==> src/rtl/dbg_stat_pkg.sv <==
package dbg_stat_pkg;
   localparam int ST_W   = 8;
   localparam int NFLAG  = 5;
   // flag indices inside the flag vector
   localparam int F_EN   = 0;
   localparam int F_ACT  = 1;
   localparam int F_SDV  = 2;
   localparam int F_STEP = 3;
   localparam int F_UNS  = 4;

   // status byte bit position of each flag
   function automatic int flag_bit(input int idx);
      case (idx)
         F_EN:    return 7;
         F_ACT:   return 6;
         F_SDV:   return 4;
         F_STEP:  return 3;
         default: return 1;
      endcase
   endfunction

   // the enable flag gives software writes priority over its automatic set
   function automatic bit flag_wr_first(input int idx);
      return idx == F_EN;
   endfunction

   typedef enum logic {AE_PEND = 1'b0, AE_DONE = 1'b1} ae_state_t;
endpackage

==> src/rtl/dbg_flag_cell.sv <==
module dbg_flag_cell #(
   parameter bit CLR_WINS    = 1'b1,
   parameter bit WR_OVER_SET = 1'b0,
   parameter bit RST_VAL     = 1'b0
) (
   input  logic clk,
   input  logic rst_n,
   input  logic set_i,
   input  logic clr_i,
   input  logic wr_i,
   input  logic wd_i,
   output logic q_o
);
   logic q_nxt;

   always_comb begin
      q_nxt = q_o;
      if (wr_i && !WR_OVER_SET) q_nxt = wd_i;
      if (set_i) q_nxt = 1'b1;
      if (clr_i && (CLR_WINS || !set_i)) q_nxt = 1'b0;
      if (wr_i && WR_OVER_SET) q_nxt = wd_i;
   end

   always_ff @(posedge clk) begin
      if (!rst_n) q_o <= RST_VAL;
      else        q_o <= q_nxt;
   end

   generate
      if (CLR_WINS) begin : g_clr_chk
         // a clear beats a simultaneous set
         a_r4_clear_wins: assert property (@(posedge clk) disable iff (!rst_n)
            (clr_i && !(wr_i && WR_OVER_SET)) |=> !q_o);
      end
   endgenerate
endmodule

==> src/rtl/dbg_auto_en.sv <==
module dbg_auto_en
   import dbg_stat_pkg::*;
#(
   parameter bit ENABLE = 1'b1
) (
   input  logic clk,
   input  logic rst_n,
   input  logic ssc_mode_i,
   input  logic secured_i,
   input  logic verify_done_i,
   output logic en_set_o
);
   generate
      if (ENABLE) begin : g_auto
         ae_state_t state_q, state_d;
         logic      fire;

         assign fire = (state_q == AE_PEND) && ssc_mode_i
                       && (!secured_i || verify_done_i);

         always_comb begin
            state_d = state_q;
            if (state_q == AE_PEND && (fire || !ssc_mode_i)) state_d = AE_DONE;
         end

         always_ff @(posedge clk) begin
            if (!rst_n) state_q <= AE_PEND;
            else        state_q <= state_d;
         end

         assign en_set_o = fire;

         // the automatic enable fires only once per reset
         a_r11_one_shot: assert property (@(posedge clk) disable iff (!rst_n)
            en_set_o |=> !en_set_o);
         // no automatic enable outside special single-chip mode
         a_r11_ssc_only: assert property (@(posedge clk) disable iff (!rst_n)
            en_set_o |-> ssc_mode_i);
      end else begin : g_none
         assign en_set_o = 1'b0;
      end
   endgenerate
endmodule

==> src/rtl/dbg_flag_bank.sv <==
module dbg_flag_bank
   import dbg_stat_pkg::*;
#(
   parameter bit CLR_WINS = 1'b1
) (
   input  logic             clk,
   input  logic             rst_n,
   input  logic             ssc_mode_i,
   input  logic             secured_i,
   input  logic             stat_wr_i,
   input  logic [ST_W-1:0]  stat_wdata_i,
   input  logic             auto_en_i,
   input  logic             entry_i,
   input  logic             exit_store_i,
   input  logic             cmd_rd_i,
   input  logic             cmd_wr_i,
   input  logic             cmd_fw_i,
   input  logic             cmd_step_i,
   input  logic             cmd_go_i,
   input  logic             cmd_gountil_i,
   input  logic             rd_done_i,
   input  logic             wr_done_i,
   input  logic             sec_enter_i,
   input  logic             verify_done_i,
   input  logic             verify_pass_i,
   output logic [ST_W-1:0]  status_o,
   output logic             entry_grant_o,
   output logic             fw_grant_o
);
   logic [NFLAG-1:0] q, set_v, clr_v, wr_v, wd_v;
   logic fw_ok, any_cmd, fw_cmd, go_any, uns_wr_ok;

   assign fw_ok     = q[F_EN] & q[F_ACT];
   assign any_cmd   = cmd_rd_i | cmd_wr_i | cmd_step_i | cmd_go_i | cmd_gountil_i;
   assign go_any    = cmd_go_i | cmd_gountil_i;
   assign fw_cmd    = cmd_step_i | go_any | ((cmd_rd_i | cmd_wr_i) & cmd_fw_i);
   assign uns_wr_ok = !secured_i || ssc_mode_i;

   assign entry_grant_o = entry_i & q[F_EN];
   assign fw_grant_o    = fw_cmd & fw_ok;

   always_comb begin
      set_v = '0;
      clr_v = '0;
      wr_v  = '0;
      wd_v  = '0;
      // enable: software write, automatic set
      wr_v[F_EN]    = stat_wr_i;
      wd_v[F_EN]    = stat_wdata_i[flag_bit(F_EN)];
      set_v[F_EN]   = auto_en_i;
      // active
      set_v[F_ACT]  = entry_grant_o;
      clr_v[F_ACT]  = exit_store_i;
      // data phase complete
      set_v[F_SDV]  = rd_done_i | wr_done_i;
      clr_v[F_SDV]  = any_cmd | exit_store_i;
      // single step
      set_v[F_STEP] = cmd_step_i & fw_ok;
      clr_v[F_STEP] = go_any & fw_ok;
      // unsecure
      set_v[F_UNS]  = verify_done_i & verify_pass_i;
      clr_v[F_UNS]  = sec_enter_i;
      wr_v[F_UNS]   = stat_wr_i & uns_wr_ok;
      wd_v[F_UNS]   = stat_wdata_i[flag_bit(F_UNS)];
   end

   for (genvar gi = 0; gi < NFLAG; gi++) begin : g_flag
      dbg_flag_cell #(
         .CLR_WINS   (CLR_WINS),
         .WR_OVER_SET(flag_wr_first(gi)),
         .RST_VAL    (1'b0)
      ) i_cell (
         .clk  (clk),
         .rst_n(rst_n),
         .set_i(set_v[gi]),
         .clr_i(clr_v[gi]),
         .wr_i (wr_v[gi]),
         .wd_i (wd_v[gi]),
         .q_o  (q[gi])
      );
   end

   always_comb begin
      status_o = '0;
      for (int i = 0; i < NFLAG; i++) status_o[flag_bit(i)] = q[i];
   end

   // the active flag rises only after a permitted entry
   a_r3_act_rise: assert property (@(posedge clk) disable iff (!rst_n)
      $rose(status_o[6]) |-> $past(entry_i && status_o[7]));
   // only the exit store drops the active flag
   a_r3_act_fall: assert property (@(posedge clk) disable iff (!rst_n)
      $fell(status_o[6]) |-> $past(exit_store_i));
   // step flag rises only under an enabled, active firmware step
   a_r5_step_rise: assert property (@(posedge clk) disable iff (!rst_n)
      $rose(status_o[3]) |-> $past(cmd_step_i && status_o[7] && status_o[6]));
   // a locked unsecure bit ignores status writes
   a_r7_uns_locked: assert property (@(posedge clk) disable iff (!rst_n)
      (stat_wr_i && secured_i && !ssc_mode_i && !sec_enter_i && !verify_done_i)
      |=> (status_o[1] == $past(status_o[1])));
endmodule

==> src/rtl/dbg_ccr_hold.sv <==
module dbg_ccr_hold #(
   parameter int              W       = 8,
   parameter logic [W-1:0]    SSC_RST = '0
) (
   input  logic         clk,
   input  logic         rst_n,
   input  logic         ssc_mode_i,
   input  logic         cap_i,
   input  logic [W-1:0] cap_data_i,
   input  logic         wr_i,
   input  logic [W-1:0] wdata_i,
   output logic [W-1:0] ccr_o
);
   always_ff @(posedge clk) begin
      if (!rst_n)     ccr_o <= ssc_mode_i ? SSC_RST : '0;
      else if (cap_i) ccr_o <= cap_data_i;
      else if (wr_i)  ccr_o <= wdata_i;
   end

   // a capture takes the user flags, even against a write
   a_r9_capture: assert property (@(posedge clk) disable iff (!rst_n)
      cap_i |=> (ccr_o == $past(cap_data_i)));
   // quiet cycles hold the value
   a_r9_hold: assert property (@(posedge clk) disable iff (!rst_n)
      (!cap_i && !wr_i) |=> $stable(ccr_o));
endmodule

==> src/rtl/dbg_stat_ctrl.sv <==
module dbg_stat_ctrl
   import dbg_stat_pkg::*;
#(
   parameter int                 CCR_W       = 8,
   parameter logic [CCR_W-1:0]   CCR_SSC_RST = 8'hA0,
   parameter bit                 AUTO_EN     = 1'b1,
   parameter bit                 CLR_WINS    = 1'b1
) (
   input  logic             clk,
   input  logic             rst_n,
   input  logic             ssc_mode_i,
   input  logic             secured_i,
   input  logic             stat_wr_i,
   input  logic [7:0]       stat_wdata_i,
   input  logic             entry_i,
   input  logic             exit_store_i,
   input  logic             cmd_rd_i,
   input  logic             cmd_wr_i,
   input  logic             cmd_fw_i,
   input  logic             cmd_step_i,
   input  logic             cmd_go_i,
   input  logic             cmd_gountil_i,
   input  logic             rd_done_i,
   input  logic             wr_done_i,
   input  logic             sec_enter_i,
   input  logic             verify_done_i,
   input  logic             verify_pass_i,
   input  logic [CCR_W-1:0] ccr_user_i,
   input  logic             ccr_wr_i,
   input  logic [CCR_W-1:0] ccr_wdata_i,
   output logic [7:0]       status_o,
   output logic [CCR_W-1:0] ccr_hold_o,
   output logic             entry_grant_o,
   output logic             fw_grant_o
);
   generate
      if (CCR_W < 4) begin : g_bad_w
         $error("CCR_W must be at least 4");
      end
      if (ST_W != 8) begin : g_bad_st
         $error("status byte must be 8 bits");
      end
   endgenerate

   logic auto_en;

   dbg_auto_en #(.ENABLE(AUTO_EN)) i_auto (
      .clk          (clk),
      .rst_n        (rst_n),
      .ssc_mode_i   (ssc_mode_i),
      .secured_i    (secured_i),
      .verify_done_i(verify_done_i),
      .en_set_o     (auto_en)
   );

   dbg_flag_bank #(.CLR_WINS(CLR_WINS)) i_flags (
      .clk          (clk),
      .rst_n        (rst_n),
      .ssc_mode_i   (ssc_mode_i),
      .secured_i    (secured_i),
      .stat_wr_i    (stat_wr_i),
      .stat_wdata_i (stat_wdata_i),
      .auto_en_i    (auto_en),
      .entry_i      (entry_i),
      .exit_store_i (exit_store_i),
      .cmd_rd_i     (cmd_rd_i),
      .cmd_wr_i     (cmd_wr_i),
      .cmd_fw_i     (cmd_fw_i),
      .cmd_step_i   (cmd_step_i),
      .cmd_go_i     (cmd_go_i),
      .cmd_gountil_i(cmd_gountil_i),
      .rd_done_i    (rd_done_i),
      .wr_done_i    (wr_done_i),
      .sec_enter_i  (sec_enter_i),
      .verify_done_i(verify_done_i),
      .verify_pass_i(verify_pass_i),
      .status_o     (status_o),
      .entry_grant_o(entry_grant_o),
      .fw_grant_o   (fw_grant_o)
   );

   dbg_ccr_hold #(.W(CCR_W), .SSC_RST(CCR_SSC_RST)) i_ccr (
      .clk       (clk),
      .rst_n     (rst_n),
      .ssc_mode_i(ssc_mode_i),
      .cap_i     (entry_grant_o),
      .cap_data_i(ccr_user_i),
      .wr_i      (ccr_wr_i),
      .wdata_i   (ccr_wdata_i),
      .ccr_o     (ccr_hold_o)
   );

   // no entry grant while the enable flag is clear
   a_r2_entry_gate: assert property (@(posedge clk) disable iff (!rst_n)
      !status_o[7] |-> !entry_grant_o);
   // firmware grant requires enable and active
   a_r12_fw_gate: assert property (@(posedge clk) disable iff (!rst_n)
      fw_grant_o |-> (status_o[7] && status_o[6]));
endmodule

==> config.mk <==
export PLATFORM = sky130hd
export DESIGN_NAME = dbg_stat_ctrl
export DESIGN_NICKNAME = d
export VERILOG_FILES = /design/src/rtl/dbg_stat_pkg.sv /design/src/rtl/dbg_flag_cell.sv /design/src/rtl/dbg_auto_en.sv /design/src/rtl/dbg_flag_bank.sv /design/src/rtl/dbg_ccr_hold.sv /design/src/rtl/dbg_stat_ctrl.sv
export SDC_FILE = /design/constraint.sdc
export NUM_CORES = 1
export LEC_CHECK = 0
export BUFFER_PORTS_ARGS = -buffer_cell sky130_fd_sc_hd__buf_2
export CAP_MARGIN = 20
export CORE_UTILIZATION = 39
export DETAILED_ROUTE_END_ITERATION = 7
export PLACE_DENSITY = 0.82
export SYNTH_ARGS = -nofsm -noshare
export SYNTH_HDL_FRONTEND = slang
export SYNTH_SLANG_ARGS = --single-unit
export TNS_END_PERCENT = 30
==> constraint.sdc <==
create_clock -name clk -period 3.8 [get_ports clk]
set_input_delay 0.38 -clock clk [delete_from_list [all_inputs] [get_ports clk]]
set_output_delay 0.38 -clock clk [all_outputs]
set_load 0.005 [all_outputs]
# Yosys cells after proc, flatten, opt, wreduce, memory -nomap -nowiden
# Cells that the tools add are included.
[classes] n_eq_ne=1 mux=8 n_bitwise=19 n_reduce_logical=14
[op_table] operator="two-way mux 8 bit" count=4
[op_table] operator="OR 1 bit" count=9
[op_table] operator="bitwise AND 1 bit" count=8
[op_table] operator="OR reduction 2 bit" count=4
[op_table] operator="two-way mux 1 bit" count=4
[op_table] operator="nonzero test 2 bit" count=2
[op_table] operator="logical AND 1 bit" count=3
[op_table] operator="logical OR 1 bit" count=3
[op_table] operator="!= test 3 x 1 -> 1 bit, second input constant" count=1
[op_table] operator="zero test 1 bit" count=2
[op_table] operator="inverter 1 bit" count=2
[word_totals] register_bits=14 input_bits=43 out_inout_bits=18 elab_cells=49

# Logic depth before layout (Yosys ltp)
[logic_depth] ltp_word=6 mapped_depth=5

# Hierarchy
# From an unflattened synthesis, not the netlist that was laid out.
[hier_totals] hier_cells=77 hier_area_um2=780.7
[modules_own_cells] module="dbg_ccr_hold" n_inst=1 cells_each=28 area_per_inst_um2=396.6 seq_area_each_um2=240.2
[modules_own_cells] module="dbg_flag_cell at i_flags.g_flag[1].i_cell ..." n_inst=4 cells_each=5 area_per_inst_um2=45.0 seq_area_each_um2=20.0
[modules_own_cells] module="dbg_flag_bank" n_inst=1 cells_each=18 area_per_inst_um2=103.8 seq_area_each_um2=0.0
[modules_own_cells] module="dbg_auto_en" n_inst=1 cells_each=6 area_per_inst_um2=60.1 seq_area_each_um2=20.0
[modules_own_cells] module="dbg_flag_cell at i_flags.g_flag[0].i_cell" n_inst=1 cells_each=5 area_per_inst_um2=40.0 seq_area_each_um2=20.0

# Worst setup path before layout
# No wires, ideal clock.
[synth_timing] kind="input to register" startpoint="input entry_i" endpoint="register i_ccr.ccr_o[0] (enable)" setup_time_ns=0.283 arrival_time_ns=1.047 t_required_ns=3.517 setup_slack_ns=2.470 stages=3 n_path_buf=0 cell_sequence="nand2_2 inv_1 or3_2"
[synth_between] elab_chain_len=2
[synth_rtl] item="start, declared" line="dbg_stat_ctrl.sv:15" text="input logic entry_i,"
[synth_rtl] item="bitwise AND 1 bit" line="dbg_flag_bank.sv:39" text="assign entry_grant_o = entry_i & q[F_EN];"
[synth_rtl] item="!= test 3 x 1 -> 1 bit (no source line)"
[synth_rtl] item="end signal, assigned" line="dbg_ccr_hold.sv:15" text="if (!rst_n) ccr_o <= ssc_mode_i ? SSC_RST : '0;"
[synth_rtl] item="end signal, assigned" line="dbg_ccr_hold.sv:16" text="else if (cap_i) ccr_o <= cap_data_i;"
[synth_rtl] item="end signal, assigned" line="dbg_ccr_hold.sv:17" text="else if (wr_i) ccr_o <= wdata_i;"
[synth_rtl] item="end, declared" line="dbg_ccr_hold.sv:12" text="output logic [W-1:0] ccr_o"
# No other way between the ends.
# A chain may end at the register's enable or synchronous reset.

# Worst setup path after layout
[layout_timing] startpoint="register i_flags.g_flag[0].i_cell.q_o" endpoint="output entry_grant_o"
[layout_between] elab_chain_len=1
[layout_rtl] item="start, declared" line="dbg_flag_cell.sv:12" text="output logic q_o"
[layout_rtl] item="start signal, assigned" line="dbg_flag_cell.sv:26" text="else q_o <= q_nxt;"
[layout_rtl] item="bitwise AND 1 bit" line="dbg_flag_bank.sv:39"
[layout_rtl] item="end, declared" line="dbg_stat_ctrl.sv:33" text="output logic entry_grant_o,"
# No other way between the ends.

==> flow_metrics.tcl <==
set metrics [dict create \
    met1Wirelength_um 636 \
    cp_slowest_cell "dfxtp_1" \
    critPathKind "register to primary output" \
    violations "DRC" \
    vias_per_cell 4.75 \
    cellPowerDensity_mw_per_mm2 346 \
    ir_drop_v 0.000150 \
    finClkSkew_ns 0.000923 \
    final_cell_area_um2 966 \
    p_switching_uw 75.1 \
    power_frac_comb_pct 16.6 \
    gr-usage-all-layers_pct 15.4 \
    cts_sinks 14 \
    setup_viol 0 \
    detailed_place_hpwl_um 1230 \
    cts-root-buf "clkbuf_4" \
    core-area_mm2 0.00173 \
    reg2reg_to "i_ccr.ccr_o[3]" \
    synth.top_cell.area_share_pct 33.6 \
    die_x_um 44.8 \
    htreeDepth 1 \
    hold_depth 2 \
    mappedNetlistArea_um2 714 \
    ys_types 24 \
    rrSetupSlack_ns 2.24 \
    final-hold-violation-count 0 \
    nFillCells 170 \
    gr-total-overflow 0 \
    ys_seq_area_share_pct 50.4 \
    max_stage_delay_ns 0.43 \
    cts_tree "done" \
    grt_max_degree 12 \
    crit_chain "nand2_2, inv_1, buf_2" \
    multi_input_area_um2 272 \
    first_global_vias 601 \
    wl_per_cell_um 10.1 \
    drv_slew 0 \
    post_cts_buffers 0 \
    crit_required_ns 3.42 \
    wl_met2_um 724 \
    min_period_ns 1.69 \
    holdPathEnd "i_flags.g_flag[4].i_cell.q_o" \
    seq_area_um2 360 \
    yosys.area.top_type "edfxtp_1" \
    finalNetCount 168 \
    fp.dieArea_mm2 0.00201 \
    synth.avg_cell_area_um2 9.28 \
    drt_iter0_drc 8 \
    routabilityCongestion 0.682 \
    fmax_mhz 592 \
    top_layer "met4" \
    wl_um 1500 \
    place.port_buffers 51 \
    rsz0062_at_grt "no" \
    layout_commonest_cell "buf_2" \
    cp-end-kind "primary output" \
    route.met3.wl_um 131 \
    status "complete, but fails checks" \
    syn_to_final_growth_pct 35.2 \
    fin_tns_setup_ns 0 \
    grt_pass1_wl_um 2280 \
    finalNonFillerCells 149 \
    cts_hold_buf 0 \
    hold_class "primary input to register" \
    maxCapViolations 0 \
    worstReg2RegStart "i_flags.g_flag[0].i_cell.q_o" \
    post-route-period-util_pct 44.4 \
    rows 15 \
    initial_core_util_pct 41.4 \
    ff2ff_path_depth 3 \
    clk_pin_slew_ns 0.08 \
    cp_max_fo 11 \
    drive_above_1_share_pct 48.4 \
    final_cell_mix "buf_2, nand2_1, a21oi_1, edfxtp_1, dfxtp_1" \
    io_pins 61 \
    antenna_cells 0 \
    synth_area_leaders "edfxtp_1, dfxtp_1, buf_4" \
    worst-endpoint-arrival_ns 1.31 \
    die_h_um 44.8 \
    ys_seq_elements 14 \
    yosysWarnings 0 \
    dr_total_vias 708 \
    cts_buffers 3 \
    worst_skew_pair.late_latency_ns 0.27 \
    finalPower_uw 334 \
    ctsResizeCount 0 \
    clockBufferDepth 2 \
    p_seq_share_pct 52.6 \
    syn_inst 77 \
    hold_start "sec_enter_i" \
    antenna_left 0 \
    startpoint_type "register" \
    dp_cells 145 \
    utilization_pct 55.9 \
    first_pass_iters 6 \
    internal-power_uw 259 \
    antenna_found_initial 0 \
    dpl-instance-area_um2 930 \
    p_clk_share_pct 30.8 \
    drc 2 \
    swShare_pct 22.5 \
    p_leak_uw 0.000489 \
]
==> flip-flops by register name, indices dropped and copies added (netlist names) <==
signal and flops:
i_flags.g_flag.i_cell.q_o 5, i_auto.g_auto.state_q 1, i_ccr.ccr_o 8
==> worst max path at each step <==
stage	startpoint	endpoint	depth (start not counted)
after floorplan	entry_i	i_ccr.ccr_o[0]	3
after global placement	entry_i	i_ccr.ccr_o[0]	4
after detailed placement	entry_i	i_ccr.ccr_o[0]	4
after CTS	i_flags.g_flag[0].i_cell.q_o	entry_grant_o	3
after global routing	i_flags.g_flag[0].i_cell.q_o	entry_grant_o	3
final	i_flags.g_flag[0].i_cell.q_o	entry_grant_o	3
==> Yosys cell counts <==
library cell  instances
nand3_1               1
nand2_1              17
o21ai_0               2
inv_2                 1
nor3_1                2
or3_2                 1
edfxtp_1              8
a221oi_1              1
dfxtp_1               6
conb_1                1
o311a_1               1
nor3b_1               1
nor2_1                4
nand2b_1              2
nor2b_1               1
a31oi_1               4
nor4_2                1
buf_6                 1
nand2_2               1
a21oi_1               8
nor4b_1               1
o311a_2               1
inv_1                 2
buf_4                 9
==> critical path: cells and delay by family (launching register included) <==
| family | cells | cell delay, ns |
|---|---|---|
| buf+inv | 2 | 0.46 |
| flops | 1 | 0.43 |
| simple gates | 1 | 0.16 |
==> kinds of logic (layout without fill, tap and decap cells) <==
| group | after synthesis | in the layout | synth area share (%) |
|---|---|---|---|
| other | 1 | 3 | 0.525 |
| DFF | 14 | 14 | 50.4 |
| buffers and inverters | 13 | 58 | 12.6 |
| and+or+nand+nor | 32 | 32 | 21.7 |
| AOI/OAI and AO/OA | 17 | 17 | 14.7 |
==> metal layers <==
metal / up-vias / track usage [%]
met4: 0 / 6.06
met1: 317 / 16.6
met5: - / 0
met3: 2 / 4.40
li1: 354 / -
met2: 35 / 28.2
==> power groups by stage <==
stage                     logic [uW]  clock network (uW)  registers, uW
final                           55.6                 103            176
after global routing            63.2                 115            177
after CTS                       56.2                 106            176
after detailed placement        56.0                   0            179
after global placement          54.2                   0            179
after floorplan                 27.0                   0            180
==> final cells by class <==
| type | instances | share of cell area (%) |
|---|---|---|
| timing repair buffer | 51 | 26.4 |
| inverter | 3 | 1.17 |
| sequential | 14 | 37.3 |
| multi-input combinational | 52 | 28.1 |
| clock buffer | 4 | 3.76 |
| tap | 25 | 3.24 |
==> through the flow <==
| step | hold slack, ns | worst slack, ns |
|---|---|---|
| floorplan | 0.433 | 2.47 |
| global placement | 0.451 | 2.12 |
| detailed placement | 0.459 | 2.10 |
| CTS | 0.260 | 2.07 |
| global route | 0.242 | 1.98 |
| finish | 0.262 | 2.11 |
(Power assumes the default switching activity.)
